## config.mk

```make
export PLATFORM = sky130hd
export DESIGN_NAME = wip_status
export DESIGN_NICKNAME = d
export VERILOG_FILES = /design/src/rtl/wip_pkg.sv /design/src/rtl/wip_strobe.sv /design/src/rtl/wip_toggle.sv /design/src/rtl/wip_rb_delay.sv /design/src/rtl/wip_status.sv
export SDC_FILE = /design/constraint.sdc
export NUM_CORES = 1
export LEC_CHECK = 0
export ABC_AREA = 0
export BUFFER_PORTS_ARGS = -buffer_cell sky130_fd_sc_hd__clkbuf_2
export CORE_AREA = 8 8 45 47
export CTS_CLUSTER_SIZE = 10
export DETAILED_ROUTE_END_ITERATION = 10
export DIE_AREA = 0 0 53 55
export GPL_TIMING_DRIVEN = 0
export PLACE_DENSITY = 0.64
export SYNTH_ARGS = -nofsm -noshare
export SYNTH_HDL_FRONTEND = slang
export SYNTH_SLANG_ARGS = --single-unit
export TNS_END_PERCENT = 50
```

## constraint.sdc

```tcl
create_clock -name clk_i -period 1 [get_ports clk_i]
set_input_delay 0.1 -clock clk_i [delete_from_list [all_inputs] [get_ports clk_i]]
set_output_delay 0.1 -clock clk_i [all_outputs]
set_load 0.01 [all_outputs]
```

## src/rtl/wip_pkg.sv

```systemverilog
package wip_pkg;
   localparam int WIP_DW_DEF     = 8;
   localparam int WIP_POLL_DEF   = 7;
   localparam int WIP_TGL_DEF    = 6;
   localparam int WIP_RB_LAT_DEF = 1;

   typedef struct packed {
      logic ce_n;
      logic oe_n;
      logic we_n;
      logic inh_n;
   } wip_pins_t;

   function automatic logic wip_is_read(input wip_pins_t p);
      return !p.ce_n && !p.oe_n && p.we_n && p.inh_n;
   endfunction
endpackage

```

## src/rtl/wip_strobe.sv

```systemverilog
module wip_strobe
   import wip_pkg::*;
(
   input  logic      clk_i,
   input  logic      rst_ni,
   input  wip_pins_t pins_i,
   output logic      strobe_o,
   output logic      event_o
);
   logic strobe_q;

   assign strobe_o = wip_is_read(pins_i);
   assign event_o  = strobe_o && !strobe_q;

   always_ff @(posedge clk_i) begin
      if (!rst_ni) strobe_q <= 1'b0;
      else         strobe_q <= strobe_o;
   end

   assert_inhibit_blocks_R8: assert property (@(posedge clk_i) disable iff (!rst_ni)
      !pins_i.inh_n |-> !event_o);
endmodule

```

## src/rtl/wip_toggle.sv

```systemverilog
module wip_toggle (
   input  logic clk_i,
   input  logic rst_ni,
   input  logic busy_i,
   input  logic event_i,
   output logic bit_o
);
   logic next_q;
   logic shown_q;

   assign bit_o = event_i ? next_q : shown_q;

   always_ff @(posedge clk_i) begin
      if (!rst_ni) begin
         next_q  <= 1'b1;
         shown_q <= 1'b1;
      end else if (!busy_i) begin
         next_q  <= 1'b1;
         shown_q <= 1'b1;
      end else if (event_i) begin
         shown_q <= next_q;
         next_q  <= ~next_q;
      end
   end

   assert_first_read_one_R4: assert property (@(posedge clk_i) disable iff (!rst_ni)
      ($past(!busy_i) && busy_i && event_i) |-> bit_o);
   assert_hold_no_flip_R5: assert property (@(posedge clk_i) disable iff (!rst_ni)
      ($past(busy_i) && busy_i && !event_i) |-> (bit_o == $past(bit_o)));
endmodule

```

## src/rtl/wip_rb_delay.sv

```systemverilog
module wip_rb_delay #(
   parameter int LAT = 1
) (
   input  logic clk_i,
   input  logic rst_ni,
   input  logic busy_i,
   output logic pull_o
);
   logic [LAT-1:0] pipe_q;

   generate
      if (LAT == 1) begin : g_single
         always_ff @(posedge clk_i) begin
            if (!rst_ni) pipe_q <= '0;
            else         pipe_q <= busy_i;
         end
         assert_pull_follows_R1: assert property (@(posedge clk_i) disable iff (!rst_ni)
            $past(busy_i) |-> pull_o);
         assert_release_R2: assert property (@(posedge clk_i) disable iff (!rst_ni)
            $past(!busy_i) |-> !pull_o);
      end else begin : g_chain
         always_ff @(posedge clk_i) begin
            if (!rst_ni) pipe_q <= '0;
            else         pipe_q <= {pipe_q[LAT-2:0], busy_i};
         end
      end
   endgenerate

   assign pull_o = pipe_q[LAT-1];
endmodule

```

## src/rtl/wip_status.sv

```systemverilog
module wip_status
   import wip_pkg::*;
#(
   parameter int DW       = WIP_DW_DEF,
   parameter int POLL_BIT = WIP_POLL_DEF,
   parameter int TGL_BIT  = WIP_TGL_DEF,
   parameter int RB_LAT   = WIP_RB_LAT_DEF
) (
   input  logic          clk_i,
   input  logic          rst_ni,
   input  logic          busy_i,
   input  logic          wr_last_msb_i,
   input  logic          ce_ni,
   input  logic          oe_ni,
   input  logic          we_ni,
   input  logic          inhibit_ni,
   input  logic [DW-1:0] arr_data_i,
   output logic [DW-1:0] rd_data_o,
   output logic          rd_drive_o,
   output logic          rb_pull_o
);
   initial begin
      assert (DW >= 2) else $error("wip_status: DW must be at least 2");
      assert (POLL_BIT < DW && TGL_BIT < DW) else $error("wip_status: status bit out of range");
      assert (POLL_BIT != TGL_BIT) else $error("wip_status: status bits must differ");
      assert (RB_LAT >= 1) else $error("wip_status: RB_LAT must be at least 1");
   end

   wip_pins_t     pins;
   logic          strobe;
   logic          rd_event;
   logic          tgl_bit;
   logic [DW-1:0] data_nx;

   assign pins = '{ce_n: ce_ni, oe_n: oe_ni, we_n: we_ni, inh_n: inhibit_ni};

   wip_strobe u_strobe (
      .clk_i   (clk_i),
      .rst_ni  (rst_ni),
      .pins_i  (pins),
      .strobe_o(strobe),
      .event_o (rd_event)
   );

   wip_toggle u_toggle (
      .clk_i  (clk_i),
      .rst_ni (rst_ni),
      .busy_i (busy_i),
      .event_i(rd_event),
      .bit_o  (tgl_bit)
   );

   wip_rb_delay #(.LAT(RB_LAT)) u_rb (
      .clk_i (clk_i),
      .rst_ni(rst_ni),
      .busy_i(busy_i),
      .pull_o(rb_pull_o)
   );

   generate
      for (genvar b = 0; b < DW; b++) begin : g_bit
         if (b == POLL_BIT) begin : g_poll
            assign data_nx[b] = busy_i ? ~wr_last_msb_i : arr_data_i[b];
         end else if (b == TGL_BIT) begin : g_tgl
            assign data_nx[b] = busy_i ? tgl_bit : arr_data_i[b];
         end else begin : g_pass
            assign data_nx[b] = arr_data_i[b];
         end
      end
   endgenerate

   always_ff @(posedge clk_i) begin
      if (!rst_ni) begin
         rd_data_o  <= '0;
         rd_drive_o <= 1'b0;
      end else begin
         rd_data_o  <= strobe ? data_nx : '0;
         rd_drive_o <= strobe;
      end
   end

   assert_drive_timing_R9: assert property (@(posedge clk_i) disable iff (!rst_ni)
      rd_drive_o == $past(!ce_ni && !oe_ni && we_ni && inhibit_ni));
   assert_quiet_when_off_R9: assert property (@(posedge clk_i) disable iff (!rst_ni)
      !rd_drive_o |-> (rd_data_o == '0));
   assert_inhibit_R8: assert property (@(posedge clk_i) disable iff (!rst_ni)
      $past(!inhibit_ni) |-> (!rd_drive_o && rd_data_o == '0));
   assert_poll_R3: assert property (@(posedge clk_i) disable iff (!rst_ni)
      (rd_drive_o && $past(busy_i)) |-> (rd_data_o[POLL_BIT] == !$past(wr_last_msb_i)));
   assert_idle_pass_R6: assert property (@(posedge clk_i) disable iff (!rst_ni)
      (rd_drive_o && $past(!busy_i)) |-> (rd_data_o == $past(arr_data_i)));
endmodule

```

==> impl_metrics.ini <==
[outcome]
outcome = finished clean

[placed_design]
dp_slack_ns = -0.0344
dpl_cell_area_sq_um = 549
place_congestion = 0.724
io_buffers = 25
hpwl_microns = 794
dp.cells = 75

[power]
seq_power_share_pct = 59.1
pwr-share-comb_pct = 8.0
switching_share_pct = 19.9
p_leak_nw = 0.297
internal-power_mw = 0.661
powerDensity_nw_per_um2 = 1440
ir_worst_vdd_v = 0.000503
pwr-share-clk_pct = 32.9
p_total_mw = 0.826
p_switching_mw = 0.164

[detailed_routing]
dr.pass1.iters = 5
drcViolationCount = 0
dr_total_vias = 344
viasPerCell = 4.41
routed_wl_microns = 941
drt.antenna.violating_nets = 0
wire_per_inst_microns = 12.1
wl_met2_microns = 391
drt_iter0_drc = 5
drt-met1-wl_microns = 377
wl_met3_microns = 172
topRoutingLayerUsed = met3

[run]
cap_viol_max_count = 0

[worst_setup_path]
setup.worst_path.end = rd_data_o[6]$_SDFF_PN0_
start_kind = register
critPathCaptureType = register
crit_fanout = 5
r2r_start = u_strobe.strobe_q$_SDFF_PN0_
ff2ff_path_depth = 2
rr_endpoint = rd_data_o[6]$_SDFF_PN0_
critPathKind = reg2reg
arrival_ns = 1.08
rrSetupSlack_ns = 0.09
required_ns = 1.17
cp-startpoint = u_strobe.strobe_q$_SDFF_PN0_

[floorplanning]
dieArea_sq_um = 2920
fp.dieW_microns = 53
core_sq_um = 1380
pin_count = 26
core.rowCount = 14
die_h_microns = 55
initial_core_util_pct = 29.2

[yosys]
syn-num-nets = 50
synth.ff_latch_count = 12
synth_cell_types = 15
synth_largest_area_cell = dfxtp_1
seq_area_frac_synth_pct = 59.4
netlist_area_sq_um = 404
yosys-top-cells-area = dfxtp_1, and3_2, nand3b_4, and4bb_4, nand4bb_1
avgSynthCellArea_sq_um = 11.9
yosysTopAreaCellShare_pct = 59.4
yosys_warnings = 0
synthCells = 34

[timing]
rsz0062_at_grt = no
slew_headroom_pct = 82.4
tns_ns = 0
setup_viol = 0
clock.fmax_mhz = 1100
hold_viol_final = 0
period_needed_ns = 0.909
drv_slew = 0
period_share_pct = 90.9
setup_ws_ns = 0.0910
tightestPinTransition_ns = 0.261
timing.hold.ws_ns = 0.0683
finClkSkew_ns = 0.000872

[global_route]
grt_max_degree = 9
grt_first_pass_wirelength_microns = 1460
grt_pass1_vias = 333
grt_overflow = 0
globalRouteTotalUtil_pct = 6.80
antenna_found_initial = 0

[clock_network]
cts_made_buffers = 3
clockBufferDepth = 2
cts_tree = done
post_cts_buffers = 0
post_cts_resized = 0
hold_buffers = 0
cts_root_buf = clkbuf_4
clkTransAtPathRegs_ns = 0.07
cts_max_level = 1
clk_latency_ns = 0.26
cts.sinks = 12

[finish]
drive_above_1_share_pct = 58.1
fillers = 142
syn_to_final_growth_pct = 41.5
post-route-cell-area_sq_um = 572
nets = 80
diodes = 0
stdcell_count = 78
final_util_pct = 41.3

[min_path]
min_from = arr_data_i[7]
hold_class = in2reg
-- state kept, by name, indices dropped and copies added (netlist names) --
name and flops:
u_strobe.strobe_q 1, u_toggle.next_q 1, u_toggle.shown_q 1, u_rb.pull_o 1
rd_data_o 8
-- critical path, stage by stage (launching register included) --
cell and delay (ns):
dfxtp_1 0.39, o21ai_0 0.15, a311oi_1 0.28
-- placed cells by master (no fill, tap or decap), types with 2 or more instances in the layout --
| cell | count |
|---|---|
| clkbuf_2 | 25 |
| inv_1 | 2 |
| nor2_1 | 2 |
| and3_2 | 6 |
| dfxtp_1 | 12 |
| clkbuf_4 | 3 |
| o21ai_0 | 2 |
-- final cells by class --
type                       instances  area (sq um)  share of cell area [%]
timing repair buffer              25           125                    21.9
clock buffer                       3          22.5                    3.94
inverter                           2          7.51                    1.31
sequential                        12           240                    42.0
tap                               16          20.0                    3.50
multi-input combinational         20           156                    27.4
-- worst min path at each step --
| stage | end | slack [ns] | cells after the start |
|---|---|---|---|
| floorplan | rd_data_o[6]$_SDFF_PN0_ | 0.21 | 1 |
| global placement | rd_data_o[7]$_SDFF_PN0_ | 0.34 | 3 |
| detailed placement | rd_data_o[7]$_SDFF_PN0_ | 0.34 | 3 |
| CTS | rd_data_o[7]$_SDFF_PN0_ | 0.06 | 3 |
| global route | rd_data_o[3]$_SDFF_PN0_ | 0.08 | 2 |
| finish | rd_data_o[7]$_SDFF_PN0_ | 0.07 | 3 |
-- cell usage after synthesis (all sizes together) --
cell	number
and2	1
mux2i	1
nand3b	2
nand2	1
dfxtp	12
and3	6
a311oi	1
nor3	1
o21ai	2
inv	2
nor2	2
and4bb	1
nand4bb	1
nand3	1
-- metal layers --
layer  global-route usage (%)  vias to the layer above
li1                         -                      178
met1                     7.07                      146
met2                     10.5                       20
met3                     4.81                        0
met4                     2.59                        0
met5                        0                        -
-- logic make-up (layout without fill, tap and decap cells) --
kind of cell           Yosys count  in the layout  synth area share, %
AND/OR/NAND/NOR                 16             16                 31.6
multiplexers                     1              1                 2.48
flip-flops                      12             12                 59.4
buffers and inverters            2             30                 1.86
AO/OA/AOI/OAI                    3              3                 4.64
-- power by group through the flow --
stage               Clock [mW]  Combinational, mW  Sequential [mW]
detailed placement           0             0.0665            0.499
floorplan                    0             0.0205            0.502
global placement             0             0.0657            0.499
CTS                      0.293             0.0669            0.488
global route             0.319             0.0735            0.489
finish                   0.272             0.0660            0.488
(Power assumes the default switching activity.)
